--- src/rtl/lampch_pkg.sv ---
package lampch_pkg;
  typedef enum logic [1:0] {
    CH_IDLE   = 2'd0,
    CH_STRIKE = 2'd1,
    CH_RUN    = 2'd2,
    CH_FAULT  = 2'd3
  } ch_state_e;
endpackage

--- src/rtl/lampch_cyc_cnt.sv ---
// Lamp-cycle timeout counter: hit pulses on the LIMIT-th counted cycle.
module lampch_cyc_cnt #(
  parameter int LIMIT = 65536
) (
  input  logic clk,
  input  logic rst_n,
  input  logic clr,
  input  logic inc,
  output logic hit
);
  localparam int CW = $clog2(LIMIT + 1);
  localparam logic [CW-1:0] LAST = CW'(LIMIT - 1);

  logic [CW-1:0] cnt_q, cnt_d;
  logic          cnt_en;

  assign hit    = inc && !clr && (cnt_q == LAST);
  assign cnt_en = clr || inc;

  always_comb begin
    cnt_d = cnt_q;
    if (clr)      cnt_d = '0;
    else if (inc) cnt_d = cnt_q + CW'(1);
  end

  always_ff @(posedge clk or negedge rst_n) begin
    if (!rst_n)      cnt_q <= '0;
    else if (cnt_en) cnt_q <= cnt_d;
  end
endmodule

--- src/rtl/lampch_ov_integ.sv ---
// Up/down overvoltage integrator over lamp cycles, floor at zero.
module lampch_ov_integ #(
  parameter int WIN = 64
) (
  input  logic clk,
  input  logic rst_n,
  input  logic clr,
  input  logic tick,
  input  logic ov,
  output logic trip
);
  localparam int IW = $clog2(WIN + 1);
  localparam logic [IW-1:0] LAST = IW'(WIN - 1);

  logic [IW-1:0] acc_q, acc_d;
  logic          acc_en;

  assign trip   = tick && ov && !clr && (acc_q == LAST);
  assign acc_en = clr || tick;

  always_comb begin
    acc_d = acc_q;
    if (clr)                 acc_d = '0;
    else if (tick && ov)     acc_d = acc_q + IW'(1);
    else if (tick && acc_q != '0) acc_d = acc_q - IW'(1);
  end

  always_ff @(posedge clk or negedge rst_n) begin
    if (!rst_n)      acc_q <= '0;
    else if (acc_en) acc_q <= acc_d;
  end
endmodule

--- src/rtl/lampch_duty.sv ---
// Gate duty command: ramp in strike, one-step regulation in run.
module lampch_duty #(
  parameter int W = 8
) (
  input  logic         clk,
  input  logic         rst_n,
  input  logic         clr,
  input  logic         ramp_en,
  input  logic         reg_en,
  input  logic         v_lim,
  input  logic         above_reg,
  output logic [W-1:0] duty
);
  localparam logic [W-1:0] DMAX = '1;

  logic [W-1:0] duty_d;
  logic         duty_en;

  assign duty_en = clr || ramp_en || reg_en;

  always_comb begin
    duty_d = duty;
    if (clr) begin
      duty_d = '0;
    end else if (ramp_en) begin
      if (!v_lim && duty != DMAX) duty_d = duty + W'(1);
    end else if (reg_en) begin
      if (!above_reg && !v_lim) begin
        if (duty != DMAX) duty_d = duty + W'(1);
      end else if (duty != '0) begin
        duty_d = duty - W'(1);
      end
    end
  end

  always_ff @(posedge clk or negedge rst_n) begin
    if (!rst_n)       duty <= '0;
    else if (duty_en) duty <= duty_d;
  end
endmodule

--- src/rtl/lampch_supervisor.sv ---
module lampch_supervisor
  import lampch_pkg::*;
#(
  parameter int DUTY_W      = 8,
  parameter int STRIKE_CYC  = 65536,
  parameter int LAMPOUT_CYC = 65536,
  parameter int OV_WIN      = 64
) (
  input  logic              clk,
  input  logic              rst_n,
  input  logic              vdd_ok,
  input  logic              inv_ok,
  input  logic              cyc_tick,
  input  logic              cur_present,
  input  logic              cur_above_reg,
  input  logic              cur_over,
  input  logic              volt_limit,
  output logic              ch_en,
  output logic              strike_mode,
  output logic              faulted,
  output logic [DUTY_W-1:0] duty_cmd
);
  ch_state_e st_q, st_d;
  logic supply_ok, in_strike, in_run;
  logic strike_hit, lampout_hit, ov_trip;
  logic duty_clr;

  assign supply_ok = vdd_ok && inv_ok;
  assign in_strike = (st_q == CH_STRIKE);
  assign in_run    = (st_q == CH_RUN);

  lampch_cyc_cnt #(.LIMIT(STRIKE_CYC)) u_strike_to (
    .clk(clk), .rst_n(rst_n),
    .clr(!in_strike),
    .inc(in_strike && cyc_tick && !cur_present),
    .hit(strike_hit)
  );

  lampch_cyc_cnt #(.LIMIT(LAMPOUT_CYC)) u_lampout_to (
    .clk(clk), .rst_n(rst_n),
    .clr(!in_run || (cyc_tick && cur_present)),
    .inc(in_run && cyc_tick && !cur_present),
    .hit(lampout_hit)
  );

  lampch_ov_integ #(.WIN(OV_WIN)) u_ov (
    .clk(clk), .rst_n(rst_n),
    .clr(!in_strike),
    .tick(in_strike && cyc_tick),
    .ov(volt_limit),
    .trip(ov_trip)
  );

  always_comb begin
    st_d = st_q;
    unique case (st_q)
      CH_IDLE:   if (supply_ok) st_d = CH_STRIKE;
      CH_STRIKE: begin
        if (cur_over) st_d = CH_FAULT;
        else if (cyc_tick) begin
          if (ov_trip)          st_d = CH_FAULT;
          else if (cur_present) st_d = CH_RUN;
          else if (strike_hit)  st_d = CH_FAULT;
        end
      end
      CH_RUN: begin
        if (cur_over || lampout_hit) st_d = CH_FAULT;
      end
      CH_FAULT:  st_d = CH_FAULT;
      default:   st_d = CH_IDLE;
    endcase
    if (!supply_ok) st_d = CH_IDLE;
  end

  always_ff @(posedge clk or negedge rst_n) begin
    if (!rst_n) st_q <= CH_IDLE;
    else        st_q <= st_d;
  end

  assign duty_clr = (st_d == CH_IDLE) || (st_d == CH_FAULT);

  lampch_duty #(.W(DUTY_W)) u_duty (
    .clk(clk), .rst_n(rst_n),
    .clr(duty_clr),
    .ramp_en(in_strike && cyc_tick && !cur_present),
    .reg_en(in_run && cyc_tick),
    .v_lim(volt_limit),
    .above_reg(cur_above_reg),
    .duty(duty_cmd)
  );

  assign ch_en       = in_strike || in_run;
  assign strike_mode = in_strike;
  assign faulted     = (st_q == CH_FAULT);
endmodule

--- config.mk ---
export PLATFORM = sky130hd
export DESIGN_NAME = lampch_supervisor
export DESIGN_NICKNAME = d
export VERILOG_FILES = /design/src/rtl/lampch_pkg.sv /design/src/rtl/lampch_cyc_cnt.sv /design/src/rtl/lampch_ov_integ.sv /design/src/rtl/lampch_duty.sv /design/src/rtl/lampch_supervisor.sv
export SDC_FILE = /design/constraint.sdc
export NUM_CORES = 1
export LEC_CHECK = 0
export BUFFER_PORTS_ARGS = -buffer_cell sky130_fd_sc_hd__buf_2
export CORE_MARGIN = 4
export CORE_UTILIZATION = 55
export CTS_CLUSTER_DIAMETER = 120
export DETAILED_ROUTE_END_ITERATION = 12
export PLACE_DENSITY = 0.76
export SLEW_MARGIN = 20
export SYNTH_ARGS = -nofsm -noshare
export SYNTH_HDL_FRONTEND = slang
export SYNTH_SLANG_ARGS = --single-unit
--- constraint.sdc ---
create_clock -name clk -period 2.4 [get_ports clk]
set_input_delay 0.48 -clock clk [delete_from_list [all_inputs] [get_ports clk]]
set_output_delay 0.48 -clock clk [all_outputs]
set_load 0.01 [all_outputs]
==> results of run 1 <==
[worst min path at each step]
stage                           start                     end  slack, ps  cells past startpoint
2_1_floorplan                   rst_n                 st_q[0]        180                      0
3_3_place_gp   u_lampout_to.cnt_q[11]  u_lampout_to.cnt_q[11]        470                      1
3_5_place_dp   u_lampout_to.cnt_q[11]  u_lampout_to.cnt_q[11]        470                      1
4_1_cts                         rst_n   u_lampout_to.cnt_q[3]        290                      2
5_1_grt                         rst_n  u_lampout_to.cnt_q[14]        340                      2
6_report                        rst_n          u_duty.duty[2]        260                      2
[state kept, by name, summed over array words and instances, names as in the netlist]
register / flops
u_ov.acc_q: 7
u_strike_to.cnt_q: 17
u_duty.duty: 8
st_q: 2
u_lampout_to.cnt_q: 17
[report_power, final]
| part | internal, W | total (W) | leakage (nW) | switching (W) |
|---|---|---|---|---|
| clock | 0.000209 | 0.000517 | 0.0408 | 0.000308 |
| combinational | 0.000108 | 0.000264 | 0.928 | 0.000155 |
| sequential | 0.000868 | 0.000882 | 0.710 | 0.0000143 |
[repair_timing]
item	in CTS	in global routing
resized for setup	12	22
pin swaps	7	16
setup endpoints to repair	8	12
setup buffers	5	10
[cells by family after synthesis]
kind of cell / count (synthesis)
and+or+nand+nor: 147
AOI/OAI and AO/OA: 74
DFF: 51
buffers and inverters: 28
xor gates and xnor gates: 21
adders and majority gates: 18
muxes: 9
[Yosys cell counts, drive strengths merged (3+ instances only)]
library cell,count,area share
dfrtp,51,0.39
nor2,37,0.043
nand2,26,0.030
nand3,25,0.038
ha,17,0.065
o21ai,17,0.030
a21oi,15,0.023
inv,15,0.017
xor2,11,0.029
xnor2,10,0.027
buf,9,0.021
mux2i,9,0.027
or3,9,0.017
and2,7,0.014
nand4,7,0.013
nor4,7,0.015
a211oi,6,0.014
a221oi,6,0.016
and4,6,0.016
nand3b,5,0.015
nor3,5,0.0076
and3,4,0.0080
clkbuf,4,0.0046
a2111oi,3,0.019
a32oi,3,0.010
o211ai,3,0.0069
o31ai,3,0.0069
[final cells by class]
cell class	instances	area, sq um
multi-input cells	269	2020
clock inverters	3	23.8
fillers	425	1690
well taps	72	90.1
inverters	15	60.1
repair buffers	58	420
clock buffers	5	68.8
flip-flops and latches	51	1280
[critical path: stages, from the launching register on]
cell and delay, ps:
dfrtp_1 430, inv_2 90, ha_4 130, and3_4 210
clkinvlp_4 210, ha_1 340, a21o_1 190, a21oi_2 160
o21ai_0 160, xnor2_1 170, o21ai_0 220
[per-layer routing]
layer,GRT usage,vias up,part of all wire
li1,-,1379,-
met2,0.356,56,0.50
met4,0.0518,0,0.017
met3,0.0330,14,0.031
met5,0,-,0
met1,0.273,1388,0.46
[per-stage QoR]
| step | instances | power [W] | setup slack, ps |
|---|---|---|---|
| 6_report | 473 | 0.00166 | 4.65 |
| 5_1_grt | 473 | 0.00174 | -191 |
| 4_1_cts | 463 | 0.00164 | -0.0366 |
| 3_5_place_dp | 451 | 0.00112 | -112 |
| 3_3_place_gp | 451 | 0.00111 | 21.0 |
| 2_1_floorplan | 348 | 0.00105 | 7.87 |
==> impl_metrics.yaml, run 1 <==
status:
  status: "complete, no violations"
synthesis:
  synth_edf_count: 0
  ys_seq_elements: 51
  synth_xor_xnor_area_share: 0.0560
  synth_flop_cell: "dfrtp_1"
  synthMuxAreaShare: 0.0274
  synth_warnings: 0
  synth_fa_ha_area_frac: 0.0709
  syn_nets: 375
  syn_inst: 348
  syn_avg_cell_area_sq_um: 9.44
  synthArstFlopShare: 1.00
  yosysSeqAreaShare: 0.389
  ys_types: 60
  synthSimpleGateAreaFrac: 0.240
  synth_top_family_by_area: "simple AND/OR/NAND/NOR gates"
  synth_compound_area_frac: 0.174
  synthesis.area_sq_um: 3280
layout:
  final_util: 0.701
  fin_nets: 427
  mostFrequentLayoutCell: "dfrtp_1"
  final_area_sq_um: 3960
  diodes: 0
  layout_common_cells: "dfrtp_1 (51), buf_4 (35), nor2_1 (34)"
  drive_gt1_frac: 0.269
  area_growth_pct: 20.4
critical_path:
  arrival_ps: 2610
  cp-end-kind: "flip-flop"
  start_kind: "flip-flop"
  worstReg2RegStart: "st_q[1]"
  crit_fanout: 7
  rrSetupSlack_ps: 5
  crit_type: "flip-flop to flip-flop"
  r2r-end: "u_ov.acc_q[5]"
  critPathLaunch: "st_q[1]"
  crit_end: "u_ov.acc_q[5]"
  reg2regPathDepth: 10
  critical_path_required_ps: 2610
global_route:
  gr-total-overflow: 0
  grt_usage: 0.208
  grt_pass1_vias: 2755
  antenna_found_initial: 0
  grt_pass1_wl_um: 12600
  grt_start_max_net_pins: 52
drt:
  drt-initial-drc-count: 138
  drtPass1Iterations: 4
  drc: 0
  dr_total_vias: 2837
  vias_per_cell: 6.00
  wl_per_cell_um: 16.0
  postRouteAntennaNets: 0
  wirelength_um: 7560
timing:
  finalMaxSlewViolations: 0
  finalHoldViolCount: 0
  slew_headroom: 0.570
  fmax_mhz: 417
  fin_crit_sh: 0.998
  fin_tns_setup_ps: 0
  finalSetupViolations: 0
  worst_pin_slew_ps: 646
  skew_ps: 14.6
  hold_ws_ps: 260
  min_period_ps: 2400
  rsz0062_at_grt: "yes"
floorplanning:
  core.rowCount: 27
  pin_count: 20
  die_h_um: 85.3
  start_util: 0.582
  die_x_um: 85.3
  die_area_sq_um: 7270
  core_sq_um: 5640
clock_network:
  clock_path_buffers: 2
  cts_buffers: 5
  htreeDepth: 2
  cts_tree: "yes"
  cts_sinks: 51
  root_buffer: "clkbuf_8"
  clk_pin_slew_ps: 100
  insertion_delay_ps: 320
  ctsHoldBuffers: 0
place:
  dp_hpwl_um: 5000
  portBuffers: 19
  gp_congestion: 0.845
  place_area_sq_um: 3590
run:
  drv_cap: 0
worst_hold_path:
  hold_path_class: "input port to asynchronous set/reset pin"
power:
  cellPowerDensity_nw_per_um2: 421
  max-vdd-ir-drop_v: 0.000366
  p_leak_nw: 1.68
(Power assumes the default switching activity.)
==> run 2: changes to the inputs <==
==> constraint.sdc (replaced) <==
create_clock -name clk -period 2.4 [get_ports clk]
set_input_delay 0.48 -clock clk [delete_from_list [all_inputs] [get_ports clk]]
set_output_delay 0.48 -clock clk [all_outputs]
set_load 0.1 [all_outputs]
==> impl_metrics.yaml, run 2 (synthesized netlist as in run 1, its figures left out) <==
global_route:
  antenna_found_initial: 0
  met1_usage: 0.288
  grt_start_max_net_pins: 29
  gr-max-usage-layer: "met2"
  grt_usage: 0.215
  gr-usage-met2: 0.355
  grt_pass1_vias: 2811
  grt_pass1_wl_um: 13000
  gr-total-overflow: 0
  gr-usage-met3: 0.0282
layout:
  layout_common_cells: "dfrtp_1 (47), nor2_1 (36), nand2_1 (26), buf_4 (26), nand3_1 (25)"
  instances_no_fill: 461
  drive_gt1_frac: 0.231
  fin_nets: 415
  top_regs: "u_lampout_to.cnt_q (17), u_strike_to.cnt_q (17), u_duty.duty (8)"
  mostFrequentLayoutCell: "dfrtp_1"
  area_growth_pct: 16.1
  diodes: 0
place:
  gp_congestion: 0.919
  pre_cts_slack_ps: -57.7
  dp_hpwl_um: 5390
  placed_cells: 449
  portBuffers: 19
drt:
  drc: 0
  drtPass1Iterations: 4
  vias_per_cell: 6.09
  drt-initial-drc-count: 148
  dr_total_vias: 2809
  wirelength_um: 7420
  postRouteAntennaNets: 0
  wl_per_cell_um: 16.1
clock_network:
  root_buffer: "clkbuf_8"
  cts_buffers: 5
  cts_tree: "yes"
  insertion_delay_ps: 310
  clock_path_buffers: 2
  htreeDepth: 2
  cts_sinks: 51
  clk_pin_slew_ps: 100
critical_path:
  cp-end-kind: "flip-flop"
  crit_fanout: 8
  reg2regPathDepth: 10
  cpMaxStageDelayCell: "dfrtp_1"
  crit_type: "flip-flop to flip-flop"
  critical_path_required_ps: 2630
  path_common_cell: "and4_1"
  worstReg2RegStart: "u_strike_to.cnt_q[6]"
  rrSetupSlack_ps: 100
  cp_slowest_stage_delay_ps: 360
  path_cells: "and4_1, and4_1, nand3_1, nor3_2, ha_2, o21ai_1, a21oi_2, o211a_4, o21ai_4, a221oi_2"
  start_kind: "flip-flop"
  arrival_ps: 2520
  r2r-end: "u_duty.duty[2]"
power:
  cellPowerDensity_nw_per_um2: 458
  max-vdd-ir-drop_v: 0.000338
  p_leak_nw: 1.62
timing:
  skew_ps: 12.4
  rsz0062_at_grt: "yes"
  fmax_mhz: 435
  finalSetupViolations: 0
  finalMaxSlewViolations: 0
  min_period_ps: 2300
  fin_crit_sh: 0.958
  fin_tns_setup_ps: 0
  worst_pin_slew_ps: 584
  setup_ws_ps: 102
  slew_headroom: 0.611
  finalHoldViolCount: 0
floorplanning:
  core_sq_um: 5640
  die_area_sq_um: 7270
  core.rowCount: 27
  die_h_um: 85.3
  start_util: 0.582
  pin_count: 20
  die_x_um: 85.3
run:
  drv_cap: 0
status:
  status: "complete, no violations"
worst_hold_path:
  hold_path_class: "input port to asynchronous set/reset pin"
## run 2: cell count changes in the layout (fill, tap and decap cells not counted), sizes merged
cell	before	now
bufinv	0	1
clkinvlp	3	0
clkinv	0	2
buf	58	46
## run 2: layer usage
layer	vias up	routed length, um	part of all wire
met5	-	0	0
li1	1358	-	-
met2	59	3750	0.51
met1	1376	3270	0.44
met3	16	257	0.035
met4	0	144	0.019
## run 2: worst max path at each step
stage,from,endpoint
floorplan,st_q[1],u_ov.acc_q[6]
global placement,u_strike_to.cnt_q[9],u_duty.duty[2]
detailed placement,u_strike_to.cnt_q[9],u_duty.duty[6]
CTS,u_strike_to.cnt_q[9],u_duty.duty[6]
global route,u_strike_to.cnt_q[6],u_duty.duty[2]
finish,u_strike_to.cnt_q[6],u_duty.duty[2]
## run 2: worst max-delay path, delay by kind of cell, from the launching register on
| family | cells | cell delay (ps) |
|---|---|---|
| AO/OA/AOI/OAI | 5 | 940 |
| adder cells (fa/ha/maj) | 1 | 230 |
| AND/OR/NAND/NOR | 4 | 670 |
| flip-flops | 1 | 360 |
## run 2: timing repair
action,in CTS,in global routing
setup buffers,0,4
hold buffers,0,0
pin swaps,3,12
resized for setup,4,11
setup endpoints to repair,8,9
## run 2: layout make-up
cell class	instances	area, sq um
fillers	449	1830
clock buffers	5	68.8
well taps	72	90.1
flip-flops and latches	51	1280
inverters	15	56.3
multi-input cells	269	1960
clock inverters	3	43.8
repair buffers	46	310
## run 2: per-stage QoR
step	hold slack (ps)	util	total power [W]	instance area, sq um
floorplan	184	-	0.00107	3310
detailed placement	475	0.638	0.00114	3600
global route	186	0.676	0.00182	3810
finish	150	0.676	0.00175	3810
global placement	466	0.638	0.00114	3600
CTS	173	0.660	0.00175	3730
## run 2: power by group
group / leakage (nW) / internal, W / switching (W)
Combinational: 0.856 / 0.0000908 / 0.000164
Clock: 0.0581 / 0.000311 / 0.000301
Sequential: 0.703 / 0.000868 / 0.0000133
